--- config.mk ---
export PLATFORM = sky130hd
export DESIGN_NAME = stack_top_cache
export DESIGN_NICKNAME = d
export VERILOG_FILES = /design/src/rtl/stc_pkg.sv /design/src/rtl/stc_datapath.sv /design/src/rtl/stc_control.sv /design/src/rtl/stack_top_cache.sv
export SDC_FILE = /design/constraint.sdc
export NUM_CORES = 1
export LEC_CHECK = 0
export BUFFER_PORTS_ARGS = -buffer_cell sky130_fd_sc_hd__buf_2
export CAP_MARGIN = 25
export CORE_MARGIN = 2
export CORE_UTILIZATION = 50
export DETAILED_ROUTE_END_ITERATION = 10
export PLACE_DENSITY = 0.83
export SLEW_MARGIN = 20
export SYNTH_ARGS = -nofsm -noshare
export SYNTH_HDL_FRONTEND = slang
export SYNTH_SLANG_ARGS = --single-unit
--- constraint.sdc ---
create_clock -name clk -period 3.3 [get_ports clk]
set_clock_uncertainty 0.2 [all_clocks]
set_input_delay 0 -clock clk [delete_from_list [all_inputs] [get_ports clk]]
set_output_delay 0 -clock clk [all_outputs]
set_load 0.01 [all_outputs]
--- src/rtl/stc_pkg.sv ---
package stc_pkg;

  typedef enum logic [1:0] {
    OP_PUSH = 2'd0,
    OP_POP  = 2'd1,
    OP_ADD  = 2'd2,
    OP_NOP  = 2'd3
  } stcOp_e;

  typedef enum logic [1:0] {
    ST_IDLE  = 2'd0,
    ST_SPILL = 2'd1,
    ST_FILL  = 2'd2,
    ST_EXEC  = 2'd3
  } stcState_e;

  // strobes from control to datapath
  typedef struct packed {
    logic pushOp;
    logic popA;
    logic popB;
    logic popMem;
    logic addOp;
    logic fillLd;
    logic spillDone;
  } stcCtl_t;

endpackage

--- src/rtl/stc_datapath.sv ---
module stc_datapath
  import stc_pkg::*;
#(
  parameter int DATA_W = 16,
  parameter int ADDR_W = 8
) (
  input  logic              clk,
  input  logic              rstN,
  input  stcCtl_t           ctl,
  input  logic [DATA_W-1:0] opData,
  input  logic [DATA_W-1:0] memRdata,
  output logic              aValid,
  output logic              bValid,
  output logic [DATA_W-1:0] bReg,
  output logic [ADDR_W:0]   depth,
  output logic              topValid,
  output logic [DATA_W-1:0] topData
);

  localparam int DEPTH_W = ADDR_W + 1;

  logic [DATA_W-1:0] aReg;

  always_ff @(posedge clk) begin
    if (!rstN) begin
      aReg   <= '0;
      bReg   <= '0;
      aValid <= 1'b0;
      bValid <= 1'b0;
    end else if (ctl.pushOp) begin
      if (aValid) begin
        bReg   <= aReg;
        bValid <= 1'b1;
      end
      aReg   <= opData;
      aValid <= 1'b1;
    end else if (ctl.popA) begin
      aValid <= 1'b0;
    end else if (ctl.popB) begin
      bValid <= 1'b0;
    end else if (ctl.fillLd) begin
      if (!aValid) begin
        aValid <= 1'b1;
        if (bValid) begin
          aReg <= bReg;
          bReg <= memRdata;
        end else begin
          aReg <= memRdata;
        end
      end else begin
        bReg   <= memRdata;
        bValid <= 1'b1;
      end
    end else if (ctl.addOp) begin
      bReg   <= aReg + bReg;
      aValid <= 1'b0;
    end
  end

  always_ff @(posedge clk) begin
    if (!rstN) begin
      depth <= '0;
    end else if (ctl.spillDone) begin
      depth <= depth + DEPTH_W'(1);
    end else if (ctl.popMem || ctl.fillLd) begin
      depth <= depth - DEPTH_W'(1);
    end
  end

  assign topValid = aValid | bValid;
  assign topData  = aValid ? aReg : bReg;

  AST_PUSH_TOP: assert property (@(posedge clk) disable iff (!rstN)
    ctl.pushOp |=> (aValid && topData == $past(opData)));
  AST_ADD_LEAVES_B: assert property (@(posedge clk) disable iff (!rstN)
    ctl.addOp |=> (!aValid && bValid));
  AST_FILL_DEC: assert property (@(posedge clk) disable iff (!rstN)
    ctl.fillLd |=> (depth == $past(depth) - DEPTH_W'(1)));

endmodule

--- src/rtl/stc_control.sv ---
module stc_control
  import stc_pkg::*;
#(
  parameter int DATA_W = 16,
  parameter int ADDR_W = 8
) (
  input  logic              clk,
  input  logic              rstN,
  input  logic              cmdValid,
  input  logic [1:0]        cmdOp,
  input  logic [DATA_W-1:0] cmdData,
  input  logic              aValid,
  input  logic              bValid,
  input  logic [DATA_W-1:0] bReg,
  input  logic [ADDR_W:0]   depth,
  input  logic              memAck,
  output logic              cmdReady,
  output stcCtl_t           ctl,
  output logic [DATA_W-1:0] opData,
  output logic              memReq,
  output logic              memWe,
  output logic [ADDR_W-1:0] memAddr,
  output logic [DATA_W-1:0] memWdata,
  output logic              underflow
);

  localparam int DEPTH_W = ADDR_W + 1;

  stcState_e         state, stateNext;
  logic [DATA_W-1:0] heldData;
  logic              fire;
  logic              haveOne, haveTwo;
  logic              ufNext;
  stcOp_e            op;

  assign op       = stcOp_e'(cmdOp);
  assign cmdReady = (state == ST_IDLE);
  assign fire     = cmdValid && cmdReady;
  assign opData   = (state == ST_IDLE) ? cmdData : heldData;

  assign haveOne = aValid || bValid || (depth != '0);
  assign haveTwo = (aValid && bValid)
                || ((aValid || bValid) && (depth != '0))
                || (depth > DEPTH_W'(1));

  always_comb begin
    stateNext = state;
    ctl       = '0;
    ufNext    = 1'b0;
    memReq    = 1'b0;
    memWe     = 1'b0;
    memAddr   = '0;
    unique case (state)
      ST_IDLE: begin
        if (fire) begin
          unique case (op)
            OP_PUSH: begin
              if (aValid && bValid) stateNext  = ST_SPILL;
              else                  ctl.pushOp = 1'b1;
            end
            OP_POP: begin
              if (aValid)            ctl.popA   = 1'b1;
              else if (bValid)       ctl.popB   = 1'b1;
              else if (depth != '0)  ctl.popMem = 1'b1;
              else                   ufNext     = 1'b1;
            end
            OP_ADD: begin
              if (!haveTwo)               ufNext    = 1'b1;
              else if (aValid && bValid)  ctl.addOp = 1'b1;
              else                        stateNext = ST_FILL;
            end
            default: ;
          endcase
        end
      end
      ST_SPILL: begin
        memReq  = 1'b1;
        memWe   = 1'b1;
        memAddr = depth[ADDR_W-1:0];
        if (memAck) begin
          ctl.spillDone = 1'b1;
          ctl.pushOp    = 1'b1;
          stateNext     = ST_IDLE;
        end
      end
      ST_FILL: begin
        memReq  = 1'b1;
        memAddr = depth[ADDR_W-1:0] - ADDR_W'(1);
        if (memAck) begin
          ctl.fillLd = 1'b1;
          if (aValid || bValid) stateNext = ST_EXEC;
        end
      end
      ST_EXEC: begin
        ctl.addOp = 1'b1;
        stateNext = ST_IDLE;
      end
      default: stateNext = ST_IDLE;
    endcase
  end

  assign memWdata = bReg;

  always_ff @(posedge clk) begin
    if (!rstN) begin
      state     <= ST_IDLE;
      heldData  <= '0;
      underflow <= 1'b0;
    end else begin
      state     <= stateNext;
      underflow <= ufNext;
      if (fire) heldData <= cmdData;
    end
  end

  AST_REQ_HOLD: assert property (@(posedge clk) disable iff (!rstN)
    (memReq && !memAck) |=> (memReq && $stable(memWe) && $stable(memAddr)));
  AST_BUSY_NOT_READY: assert property (@(posedge clk) disable iff (!rstN)
    memReq |-> !cmdReady);
  AST_UF_AFTER_FIRE: assert property (@(posedge clk) disable iff (!rstN)
    underflow |-> $past(fire));
  AST_UNDER_NEEDS_EMPTY: assert property (@(posedge clk) disable iff (!rstN)
    (fire && op == OP_POP && !aValid && !bValid && depth == '0) |=> underflow);

endmodule

--- src/rtl/stack_top_cache.sv ---
module stack_top_cache
  import stc_pkg::*;
#(
  parameter int DATA_W = 16,
  parameter int ADDR_W = 8
) (
  input  logic              clk,
  input  logic              rstN,
  input  logic              cmdValid,
  output logic              cmdReady,
  input  logic [1:0]        cmdOp,
  input  logic [DATA_W-1:0] cmdData,
  output logic              topValid,
  output logic [DATA_W-1:0] topData,
  output logic              underflow,
  output logic [ADDR_W-1:0] spOut,
  output logic              memReq,
  output logic              memWe,
  output logic [ADDR_W-1:0] memAddr,
  output logic [DATA_W-1:0] memWdata,
  input  logic              memAck,
  input  logic [DATA_W-1:0] memRdata
);

  stcCtl_t           ctl;
  logic [DATA_W-1:0] opData;
  logic              aValid, bValid;
  logic [DATA_W-1:0] bReg;
  logic [ADDR_W:0]   depth;

  stc_control #(.DATA_W(DATA_W), .ADDR_W(ADDR_W)) ctrl_i (
    .clk      (clk),
    .rstN     (rstN),
    .cmdValid (cmdValid),
    .cmdOp    (cmdOp),
    .cmdData  (cmdData),
    .aValid   (aValid),
    .bValid   (bValid),
    .bReg     (bReg),
    .depth    (depth),
    .memAck   (memAck),
    .cmdReady (cmdReady),
    .ctl      (ctl),
    .opData   (opData),
    .memReq   (memReq),
    .memWe    (memWe),
    .memAddr  (memAddr),
    .memWdata (memWdata),
    .underflow(underflow)
  );

  stc_datapath #(.DATA_W(DATA_W), .ADDR_W(ADDR_W)) dp_i (
    .clk      (clk),
    .rstN     (rstN),
    .ctl      (ctl),
    .opData   (opData),
    .memRdata (memRdata),
    .aValid   (aValid),
    .bValid   (bValid),
    .bReg     (bReg),
    .depth    (depth),
    .topValid (topValid),
    .topData  (topData)
  );

  assign spOut = depth[ADDR_W-1:0] - ADDR_W'(1);

  AST_UF_FROZEN: assert property (@(posedge clk) disable iff (!rstN)
    underflow |-> ($stable(spOut) && $stable(topValid) && !memReq));
  AST_TOPVALID_SRC: assert property (@(posedge clk) disable iff (!rstN)
    topValid == (aValid || bValid));

endmodule

# Word level (Yosys, flattened, before mapping)
# Cells that the tools add are included.
[classes]
n_reduce_logical = 22
eq_ne = 18
n_addsub = 4
bitwise_logic = 1
magnitude_cmp = 1
muxes = 62
[ops]
columns = ["op", "count"]
rows = [
  ["$mux 16", 15],
  ["$mux 1", 28],
  ["$mux 9", 2],
  ["$add 16x16->16", 1],
  ["$mux 2", 8],
  ["$pmux 8 s2", 1],
  ["$ne 3x3->1 const B", 4],
  ["$add 9x1->9 const B", 1],
  ["$gt 9x1->1 const B", 1],
  ["$reduce_bool 9->1", 1],
  ["$sub 9x1->9 const B", 1],
  ["$ne 2x2->1 const B", 4],
  ["$pmux 2 s4", 1],
  ["$reduce_and 4->1", 2],
  ["$reduce_and 8->1", 1],
  ["$sub 8x1->8 const B", 1],
  ["$eq 2x2->1 const B", 3],
  ["$mux 3", 2],
  ["$ne 2x1->1 const B", 3],
  ["$pmux 1 s2", 3],
  ["$reduce_bool 3->1", 2],
  ["$mux 5", 1],
  ["$eq 2x1->1 const B", 2],
  ["$logic_not 2->1", 2],
  ["11 further kinds", 18],
]
[word_totals]
output_inout_bits = 53
reg_bits = 62
in_bits = 38
word_cells = 116

# Depth between registers and ports, before layout
# Gate-level depths: netlist of run 1.
[depth]
word_depth = 13
depth_mapped = 10
mapped_depth_nobuf = 9

# Cells and area by module
# A second synthesis of run 1 with hierarchy kept.
[unflattened]
cells_unflattened = 677
hier_area_um2 = 5182.5
[modules_own_cells]
columns = ["mod", "cells_per_inst", "seq_area_each_um2", "area_per_inst_um2", "n_inst"]
rows = [
  ["stc_datapath", 462, 860.8, 3467.1, 1],
  ["stc_control", 197, 380.4, 1569.0, 1],
  ["stack_top_cache", 18, 0.0, 146.4, 1],
]

# Worst setup path after synthesis of run 1
# No wires, ideal clock.
[synth_timing]
path_type = "flip-flop to flip-flop"
from = "register dp_i.bReg[0]"
to = "register dp_i.bReg[14]"
t_required_ns = 3.004
arrival_time_ns = 2.114
synth_period_minus_slack_ns = 2.409
path_stages_with_launch = 10
setup_ns = 0.096
path_buffers = 0
setup_slack_ns = 0.891
path_cell_list = "dfxtp_1 ha_1 inv_1 fa_1 nand2b_1 a21o_1 a21oi_1 o21bai_1 and2_1 o41ai_2"
[synth_via]
elab_chain_cells = 6
[synth_lines]
columns = ["item", "line", "source"]
rows = [
  ["start: declaration", "stc_datapath.sv:14", "output logic [DATA_W-1:0] bReg,"],
  ["start signal: assignment", "stc_datapath.sv:32", "bReg <= aReg;"],
  ["start signal: assignment", "stc_datapath.sv:46", "bReg <= memRdata;"],
  ["start signal: assignment", "stc_datapath.sv:51", "bReg <= memRdata;"],
  ["$add 16x16->16", "stc_datapath.sv:55", "bReg <= aReg + bReg;"],
  ["$mux 16", "stc_datapath.sv:54", "end else if (ctl.addOp) begin"],
  ["$mux 16", "stc_datapath.sv:41", "end else if (ctl.fillLd) begin"],
  ["$mux 16", "stc_datapath.sv:39", "end else if (ctl.popB) begin"],
  ["$mux 16", "stc_datapath.sv:37", "end else if (ctl.popA) begin"],
  ["$mux 16", "stc_datapath.sv:30", "end else if (ctl.pushOp) begin"],
]
# Every way passes these cells. The select of a mux whose other input is x is not followed.
# A chain may end at the register's enable or synchronous reset.

# Worst setup path in the final report of run 1
[layout_timing]
from = "register ctrl_i.state[1]"
to = "register dp_i.bReg[12]"
[layout_via]
elab_chain_cells = 6
elab_cells_between_ends = 19
classes_between = "eq/ne: 6; mux: 9; reduce/logical: 4"
[layout_lines]
columns = ["item", "line", "source"]
rows = [
  ["start: declaration", "stc_control.sv:29", "stcState_e state, stateNext;"],
  ["start signal: assignment", "stc_control.sv:110", "state <= stateNext;"],
  ["$logic_not 2->1 / $eq 2x2->1 (equally long branches)", "stc_control.sv:37, stc_control.sv:53", ""],
  ["$logic_and 1x1->1 / $mux 1 (equally long branches)", "stc_control.sv:38, stc_control.sv:53", ""],
  ["$mux 5 / $mux 16 (equally long branches)", "stc_control.sv:55, stc_datapath.sv:41", ""],
  ["$pmux 1 s2 (tied with other cells)", "stc_control.sv:53", "unique case (state)"],
  ["$ne 4x4->1 (no line) (tied with other cells)", "n/a", ""],
  ["$reduce_and 4->1 (no line) / $mux 16 (equally long branches)", "n/a", ""],
  ["end signal: assignment", "stc_datapath.sv:46", ""],
  ["end signal: assignment", "stc_datapath.sv:51", ""],
  ["end signal: assignment", "stc_datapath.sv:55", ""],
]
# Parallel ways exist; a longest one is shown, timed or not. The select of a mux whose other input is x is not followed.

==> reports/results.ini, run 1 <==
[timing]
rsz0062_at_grt=no
fin_crit_ns=3.04
relSlewSlack=0.565
setup_tns_ns=0
hold_viol_final=0
whs_ns=0.0931
clock.fmax_mhz=329
slew_violations=0
fin_crit_sh=0.922
setup_violations=0
tightest_slew_ns=0.649

[clocking]
cts_tree=done
clockBufferDepth=2
clk-insertion-delay-late_ns=0.35
htree_levels=3
clk_pin_slew_ns=0.08
root_buffer=clkbuf_8
clock_sink_count=62
numCtsBuffers=9

[synthesis]
synth_edf_count=0
synth-seq-cells=62
async_flop_share=0
synthTopCellsByArea=dfxtp_1 26%, a21oi_1 6.8%, ha_1 6.8%, nand2_1 6.0%, a211oi_1 5.9%
yosysSeqAreaShare=0.258
synth_ff_type=dfxtp_1
synthCells=630
ys_warn_count=0
syn_area_per_cell_um2=7.63
synth_top_area_frac=0.258
synth_cell_types=63
synth_area_um2=4810
syn_nets=695
synth_top_cell_by_area=dfxtp_1

[setup_path]
path_max_fanout=25
critPathLaunchType=register
end_kind=register
ff2ff_setup_slack_ns=0.26
cp_data_required_time_ns=3.38
rr_worst_depth=11
reg2reg_from=ctrl_i.state[1]
cp_data_arrival_time_ns=3.13
r2r_end=dp_i.bReg[12]
setup.worst_path.class=reg2reg

[detailed_routing]
wl_um=14500
num_vias=5188
drc_errors=0
wire_per_inst_um=16.7
first_iter_violations=438
routed_via_density=5.96
drtPass1Iterations=5
drtAntennaViolNets=0

[layout]
drive_above_1_share=0.202
layout_commonest_cell=buf_2
multiInputGateArea_um2=3280
antenna_cells=0
syn2layout_area_growth_pct=23.8
post-route-util=0.641
final_cells=871
final_cell_mix=90 x buf_2, 77 x nand2_1, 65 x a21oi_1
nFillCells=805
nets=802
regArea_um2=1240

[pwr]
p_int_w=0.00282
ir_worst_vdd_mv=0.452
p_total_w=0.00533
pwr-share-seq=0.225
power_density_nw_per_um2=896
clockPowerShare=0.161
p_leak_nw=2.50
sw_frac_of_total=0.471
p_sw_w=0.00251
comb_power_share=0.615

[hold_path]
hold_path_end=ctrl_i.state[1]
min-delay-start=memAck
holdPathStages=6
hold_class=in2reg

[floorplanning]
die_area_um2=10400
core_um2=9280
die-width_um=102
core.rowCount=35
io_pins=91
die_y_um=102
start_util=0.518

[run_status]
outcome=completed

[place]
dpl.hpwl_um=10100
gp_congestion=0.927
place_inst=815
portBuffers=90

[grt]
antenna_found_initial=0
grtUsageTotal=0.284
grt_max_degree=36
overflow=0
grt_pass1_vias=4937
grt_pass1_wl_um=23400

[job]
maxCapViolCount=0

-- sequential cells by signal, summed over array words and instances (netlist names) --
name,count
ctrl_i.heldData,16
ctrl_i.state,2
ctrl_i.underflow,1
dp_i.aReg,16
dp_i.aValid,1
dp_i.bReg,16
dp_i.bValid,1
dp_i.depth,9
-- cell families after synthesis --
group                      synth area share
buffers and inverters                0.0612
adders and majority gates            0.0718
xor gates and xnor gates             0.0328
and+or+nand+nor                       0.225
AOI/OAI and AO/OA                     0.269
DFF                                   0.258
muxes                                0.0820
-- worst max-delay path by stage --
| stage | from | endpoint | slack [ns] |
|---|---|---|---|
| final | ctrl_i.state[1] | dp_i.bReg[12] | 0.26 |
| after global routing | ctrl_i.state[1] | dp_i.bReg[12] | 0.08 |
| after CTS | ctrl_i.state[0] | dp_i.bReg[9] | 0.08 |
| after detailed placement | ctrl_i.state[1] | dp_i.aReg[1] | 0.44 |
| after global placement | ctrl_i.state[1] | dp_i.aReg[1] | 0.56 |
| after floorplan | dp_i.bReg[0] | dp_i.bReg[14] | 0.89 |
-- cell usage after synthesis (4+ instances only) --
cell / n
nand2b_1: 5
nor3_1: 15
a21o_1: 10
nand3_1: 18
xor2_1: 9
nand2_1: 77
or3_1: 5
nor2_1: 52
nor4_1: 5
o211ai_1: 16
and3_1: 5
ha_1: 26
mux2_2: 19
nor2b_1: 24
mux2i_1: 18
o21ai_0: 23
nand4_1: 4
and2_1: 6
clkbuf_1: 22
xnor2_1: 9
a211oi_1: 38
a22oi_1: 7
dfxtp_1: 62
inv_1: 16
buf_2: 15
a21oi_1: 65
-- what timing repair did --
action                                 4_1_cts  5_1_grt
resized for setup                            0        5
hold buffers                                39        0
setup endpoints to repair                    0        3
setup buffers                                0        1
endpoints found under the hold margin       45        0
-- through the flow --
stage	instance area, µm²	setup WS, ns
6_report	5950	0.256
5_1_grt	5950	0.0770
4_1_cts	5930	0.0843
3_5_place_dp	5290	0.443
3_3_place_gp	5290	0.556
2_1_floorplan	4810	0.891
-- power groups by stage --
stage               Clock [W]  Sequential [W]  Combinational [W]
floorplan                   0         0.00112            0.00241
global placement            0         0.00119            0.00304
detailed placement          0         0.00120            0.00313
CTS                  0.000869         0.00119            0.00321
global route         0.000902         0.00123            0.00361
finish               0.000856         0.00120            0.00328
-- routing by layer --
metal,vias up,GRT usage,part of all wire
li1,2490,-,-
met1,2420,0.342,0.40
met2,240,0.509,0.50
met3,38,0.0479,0.077
met4,0,0.103,0.027
met5,-,0,0
-- critical path, cell delays in order, from the launching register on --
cell and delay [ns]:
dfxtp_1 0.38, inv_1 0.08, ha_1 0.32, and2_2 0.33
a31oi_4 0.24, buf_8 0.23, buf_4 0.19, o21ai_0 0.08
a21oi_1 0.15, dlygate4sd3_1 0.57, o21ai_0 0.08, a21oi_1 0.13
-- area by class of cell --
type                    count  area share
multi-input cells         504       0.551
flip-flops and latches     62       0.209
repair buffers            143       0.160
clock buffers              13      0.0267
inverters                  17      0.0107
clock inverters             3      0.0151
well taps                 129      0.0271
No activity file was read; power rests on OpenSTA's default activity.
==> run 2, diff against run 1 <==
--- a/config.mk
+++ b/config.mk
@@ -5,12 +5,12 @@
 export SDC_FILE = /design/constraint.sdc
 export NUM_CORES = 1
 export LEC_CHECK = 0
-export BUFFER_PORTS_ARGS = -buffer_cell sky130_fd_sc_hd__buf_2
 export CAP_MARGIN = 25
 export CORE_MARGIN = 2
 export CORE_UTILIZATION = 50
 export DETAILED_ROUTE_END_ITERATION = 10
-export PLACE_DENSITY = 0.83
+export DONT_BUFFER_PORTS = 1
+export PLACE_DENSITY = 0.75
 export SLEW_MARGIN = 20
 export SYNTH_ARGS = -nofsm -noshare
 export SYNTH_HDL_FRONTEND = slang
==> reports/results.ini, run 2 (same netlist as run 1, synthesis figures left out) <==
[grt]
overflow=0  ; unchanged
grt_pass1_vias=4811  ; -2.6%
antenna_found_initial=0  ; unchanged
grt_pass1_wl_um=23700  ; +1.1%
grtUsageTotal=0.288  ; +0.00371
grt_max_degree=40  ; +11%

[timing]
slew_violations=0  ; unchanged
whs_ns=0.0127  ; -0.0804 ns
rsz0062_at_grt=no
fin_crit_ns=3.13  ; +0.0900 ns
hold_viol_final=0  ; unchanged
tightest_slew_ns=0.786  ; +0.137 ns
fin_crit_sh=0.950  ; +0.0273
clock.fmax_mhz=319  ; -2.9%
setup_violations=0  ; unchanged
setup_tns_ns=0  ; unchanged
relSlewSlack=0.474  ; -0.0901

[pwr]
power_density_nw_per_um2=893  ; -0.28%
ir_worst_vdd_mv=0.404  ; -11%
p_sw_w=0.00252  ; +0.30%
p_int_w=0.00247  ; -12%
sw_frac_of_total=0.504  ; +0.0334
p_leak_nw=2.10  ; -16%
clockPowerShare=0.138  ; -0.023
comb_power_share=0.612  ; -0.003
pwr-share-seq=0.250  ; +0.025

[setup_path]
cp_data_arrival_time_ns=3.19  ; +0.06 ns
path_delay_family=compound AO/OA/AOI/OAI gates
slowest_stage=dlygate4sd3_1
path_cells=inv_1 -> ha_1 -> and2_4 -> a31oi_4 -> o211a_1 -> a21oi_4 -> buf_4 -> o221ai_1 -> a21oi_1 -> dlygate4sd3_1
critPathLaunchType=register
max_stage_delay_ns=0.55  ; -0.02 ns
rr_worst_depth=10  ; -1
setup.worst_path.class=reg2reg
critical_path_buf_inv_count=3  ; -1
cp.depth=10  ; -1
end_kind=register
cp_data_required_time_ns=3.35  ; -0.03 ns
path_max_fanout=20  ; -20%

[floorplanning]
core.rowCount=35  ; unchanged
die-width_um=102  ; unchanged
start_util=0.518  ; unchanged
die_area_um2=10400  ; unchanged
io_pins=91  ; unchanged
core_um2=9280  ; unchanged
die_y_um=102  ; unchanged

[detailed_routing]
drc_errors=0  ; unchanged
drtPass1Iterations=5  ; unchanged
drtAntennaViolNets=0  ; unchanged
wl_um=14500  ; about the same
num_vias=4938  ; -4.8%
routed_via_density=6.21  ; +4.3%
first_iter_violations=268  ; -39%
wire_per_inst_um=18.3  ; +9.7%

[layout]
largestRegisters=ctrl_i.heldData x16, dp_i.aReg x16, dp_i.bReg x16
post-route-util=0.602  ; -0.0389
nets=726  ; -9.5%
antenna_cells=0  ; unchanged
syn2layout_area_growth_pct=16.2
final_cell_mix=77 x nand2_1, 65 x a21oi_1, 62 x dfxtp_1
nFillCells=881  ; +9.4%
final_cells=795  ; -8.7%
layout_commonest_cell=nand2_1
drive_above_1_share=0.0871  ; -0.115

[clocking]
clockBufferDepth=2  ; unchanged
clock_sink_count=62  ; unchanged
clk-insertion-delay-late_ns=0.36  ; about the same
cts_tree=done
root_buffer=clkbuf_8
clk_pin_slew_ns=0.08  ; about the same
htree_levels=3  ; unchanged
numCtsBuffers=9  ; unchanged

[place]
portBuffers=0  ; -100%
gp_congestion=0.895  ; -3.5%
dpl.hpwl_um=9970  ; -1.7%
place_inst=725  ; -11%

[hold_path]
holdPathStages=4  ; -2
hold_class=in2reg

[run_status]
outcome=completed

[job]
maxCapViolCount=0  ; unchanged

-- run 2: changes by cell type in the layout (fill, tap and decap cells not counted), moves of 2 or more --
cell,previous run,this run
clkbuf_8,11,9
clkinvlp_4,0,2
buf_2,90,0
clkinv_2,0,4
dlygate4sd3_1,39,54
bufinv_16,3,1
clkbuf_1,2,0
-- run 2: metrics by stage --
step,power [W],worst slack [ns],area [µm²]
3_3_place_gp,0.00402,0.662,4850
5_1_grt,0.00539,0.0655,5590
2_1_floorplan,0.00353,0.891,4810
4_1_cts,0.00494,0.144,5580
3_5_place_dp,0.00412,0.551,4850
6_report,0.00499,0.166,5590
-- run 2: power groups by stage --
stage	Combinational, W	Sequential (W)	Clock [W]
final	0.00305	0.00125	0.000690
after global routing	0.00338	0.00128	0.000731
after CTS	0.00300	0.00124	0.000696
after detailed placement	0.00286	0.00126	0
after global placement	0.00278	0.00125	0
after floorplan	0.00241	0.00112	0
-- run 2: what timing repair did --
item,4_1_cts,5_1_grt
gates resized for setup,0,1
hold buffers,54,0
endpoints found under the setup margin,0,1
hold endpoints to repair,59,0
setup buffers,0,0
-- run 2: final timing paths --
check / startpoint / slack [ns] / end
setup / recovery: ctrl_i.state[0] / 0.17 / dp_i.bReg[8]
hold / removal: memAck / 0.01 / dp_i.aValid
setup reg to reg: ctrl_i.state[0] / 0.17 / dp_i.bReg[8]
hold reg to reg: ctrl_i.heldData[9] / 0.25 / ctrl_i.heldData[9]
-- run 2: area by class of cell --
class | count | area (µm²) | area share
inverters | 17 | 63.8 | 0.0114
repair buffers | 67 | 651 | 0.116
well taps | 129 | 161 | 0.0289
flip-flops and latches | 62 | 1240 | 0.222
clock buffers | 9 | 124 | 0.0222
multi-input cells | 504 | 3280 | 0.587
clock inverters | 7 | 65.1 | 0.0116
-- run 2: per-layer routing --
layer  wire length [µm]  global-route usage  vias to the layer above
met3               1330              0.0787                       35
met2               6790               0.484                      234
li1                   -                   -                     2341
met4                459               0.116                        0
met5                  0                   0                        -
met1               5970               0.349                     2328
-- run 2: worst reg2reg max path, delay by kind of cell (launching register included) --
kind | cells | cell delay, ns
adder cells (fa/ha/maj) | 1 | 0.27
AND/OR/NAND/NOR | 1 | 0.24
buffers and inverters | 3 | 0.85
flip-flops | 1 | 0.38
AO/OA/AOI/OAI | 5 | 1.09
==> run 3, diff against run 2 <==
--- a/config.mk
+++ b/config.mk
@@ -14,4 +14,5 @@
 export SLEW_MARGIN = 20
 export SYNTH_ARGS = -nofsm -noshare
 export SYNTH_HDL_FRONTEND = slang
+export SYNTH_HIERARCHICAL = 1
 export SYNTH_SLANG_ARGS = --single-unit
==> reports/results.ini, run 3 <==
[timing]
slew_violations=0  ; unchanged
fin_crit_ns=3.06  ; -0.0759 ns
relSlewSlack=0.614  ; +0.139
rsz0062_at_grt=no
setup_violations=0  ; unchanged
setup_tns_ns=0  ; unchanged
fin_crit_sh=0.927  ; -0.0230
tightest_slew_ns=0.580  ; -0.206 ns
clock.fmax_mhz=327  ; +2.5%
hold_viol_final=3  ; +3
whs_ns=-0.00579  ; -0.0185 ns

[grt]
grtUsageTotal=0.251  ; -0.0362
antenna_found_initial=1  ; +1
grt_pass1_vias=4698  ; -2.3%
grt_pass1_wl_um=23000  ; -2.7%
overflow=0  ; unchanged
grt_max_degree=51  ; +28%

[setup_path]
path_max_fanout=33  ; +65%
r2r_end=dp_i/bReg[10]
setup.worst_path.class=reg2reg
rr_worst_depth=10  ; unchanged
cp_data_arrival_time_ns=3.12  ; -0.07 ns
ff2ff_setup_slack_ns=0.24  ; +0.08 ns
cp_data_required_time_ns=3.36  ; about the same
end_kind=register
reg2reg_from=ctrl_i/state[0]
critPathLaunchType=register

[layout]
final_cells=829  ; +4.3%
layout_commonest_cell=nor2_1
largestRegisters=ctrl_i/heldData x16, dp_i/aReg x16, dp_i/bReg x16
nets=760  ; +4.7%
nFillCells=957  ; +8.6%
final_cell_mix=100 x nor2_1, 68 x nand2_1, 68 x a21oi_1
post-route-util=0.565  ; -0.0371
syn2layout_area_growth_pct=11.0
drive_above_1_share=0.108  ; +0.0213

[detailed_routing]
wire_per_inst_um=17.1  ; -6.4%
first_iter_violations=305  ; +14%
drtPass1Iterations=5  ; unchanged
wl_um=14200  ; -2.4%
num_vias=4980  ; +0.85%
routed_via_density=6.01  ; -3.3%
drc_errors=0  ; unchanged
drtAntennaViolNets=0  ; unchanged

[synthesis]
synth_common_cells=100 x nor2_1, 69 x a21oi_1, 68 x nand2_1, 62 x dfxtp_1
synthTopCellsByArea=dfxtp_1 24%, ha_1 8.0%, nor2_1 7.2%, mux2_2 7.2%, a21oi_1 6.7%
synth_ff_type=dfxtp_1
synth_cell_types=60  ; -4.8%
synth_top_area_frac=0.239  ; -0.0187
async_flop_share=0  ; unchanged
synth_edf_count=0  ; unchanged
syn_area_per_cell_um2=7.66  ; +0.32%
yosysSeqAreaShare=0.239  ; -0.0187
yosysMostFrequentCell=nor2_1
syn_nets=750  ; +7.9%
ys_warn_count=6  ; +6
synth-seq-cells=62  ; unchanged
synth_area_um2=5180  ; +7.8%
synth_top_cell_by_area=dfxtp_1
synthCells=677  ; +7.5%

[pwr]
ir_worst_vdd_mv=0.413  ; +2.2%
p_total_w=0.00434  ; -13%
power_density_nw_per_um2=754  ; -16%
p_leak_nw=2.21  ; +5.5%

[clocking]
numCtsBuffers=9  ; unchanged
root_buffer=clkbuf_8
clock_sink_count=62  ; unchanged
cts_tree=done
clk_pin_slew_ns=0.08  ; about the same
clk-insertion-delay-late_ns=0.35  ; about the same
clockBufferDepth=2  ; unchanged
post_cts_buffers=0  ; unchanged
htree_levels=3  ; unchanged

[floorplanning]
start_util=0.509  ; -0.00894
die_y_um=106  ; +3.7%
die-width_um=106  ; +3.7%
core_um2=10200  ; +9.7%
die_area_um2=11200  ; +7.5%
core.rowCount=37  ; +5.7%
io_pins=91  ; unchanged

[hold_path]
holdPathStages=3  ; -1
min-delay-start=rstN
hold_path_end=dp_i/aValid
hold_class=in2reg

[place]
gp_congestion=0.999  ; +12%
dpl.hpwl_um=9790  ; -1.8%
portBuffers=0  ; unchanged
place_inst=774  ; +6.8%

[run_status]
violations=negative hold slack
outcome=finished, violations left

[job]
maxCapViolCount=0  ; unchanged

run 3: cell types whose count changed after synthesis, sizes merged, moves of 9 or more:
cell    delta
nor2      +48
nand2      -9
nor2b     -17
a311oi    +11
a21boi    +15
o211ai    -13
mux2      +14
a211oi    -22
run 3: routing by layer:
layer	share of wire	GRT usage
met1	0.44	0.337
met5	0	0
met4	0.019	0.0921
met2	0.46	0.401
met3	0.081	0.0489
run 3: logic make-up after synthesis:
group	synth area share
fa+ha+maj	0.0874
buf+inv	0.0722
compound gates	0.233
mux	0.112
xor+xnor	0.0490
simple gates	0.207
flops	0.239
run 3: how the worst max path moves through the flow:
| stage | to | slack [ns] | from | cells past startpoint |
|---|---|---|---|---|
| detailed placement | dp_i/depth[8] | 0.31 | ctrl_i/state[1] | 11 |
| finish | dp_i/bReg[10] | 0.24 | ctrl_i/state[0] | 10 |
| floorplan | dp_i/depth[8] | 0.20 | ctrl_i/state[1] | 12 |
| global route | dp_i/bReg[10] | 0.04 | ctrl_i/state[0] | 10 |
| CTS | dp_i/depth[8] | 0.28 | ctrl_i/state[1] | 11 |
| global placement | dp_i/depth[8] | 0.41 | ctrl_i/state[1] | 11 |
run 3: through the flow:
step           setup slack, ns  area (µm²)
2_1_floorplan            0.200        5180
3_3_place_gp             0.413        5200
3_5_place_dp             0.312        5200
4_1_cts                  0.277        5750
5_1_grt                 0.0353        5750
6_report                 0.242        5750
run 3: final cells by class:
type,instances,area [µm²],area share
multi-input combinational,538,3570,0.621
timing repair buffer,51,498,0.0866
antenna,1,2.50,0.000435
inverter,25,93.8,0.0163
sequential,62,1240,0.216
clock buffer,9,124,0.0215
tap,136,170,0.0296
clock inverter,7,51.3,0.00892
run 3: worst max-delay path, cell delays in order (launching register included):
cell and delay, ns:
dfxtp_1 0.34, inv_1 0.10, ha_1 0.36, and2_1 0.28, buf_4 0.26, and4b_1 0.35
a2111oi_4 0.07, buf_12 0.19, nor2_1 0.43, nand2_1 0.13, a311oi_1 0.25
run 3: repair_timing:
| item | CTS | global route |
|---|---|---|
| resized for setup | 0 | 0 |
| hold endpoints to repair | 58 | 0 |
| hold buffers | 38 | 0 |
run 3: report_power, final:
group	switching, W	internal [W]	leakage (nW)
clock network	0.000343	0.000273	0.0852
registers	0.000227	0.000902	0.506
logic	0.00151	0.00108	1.62
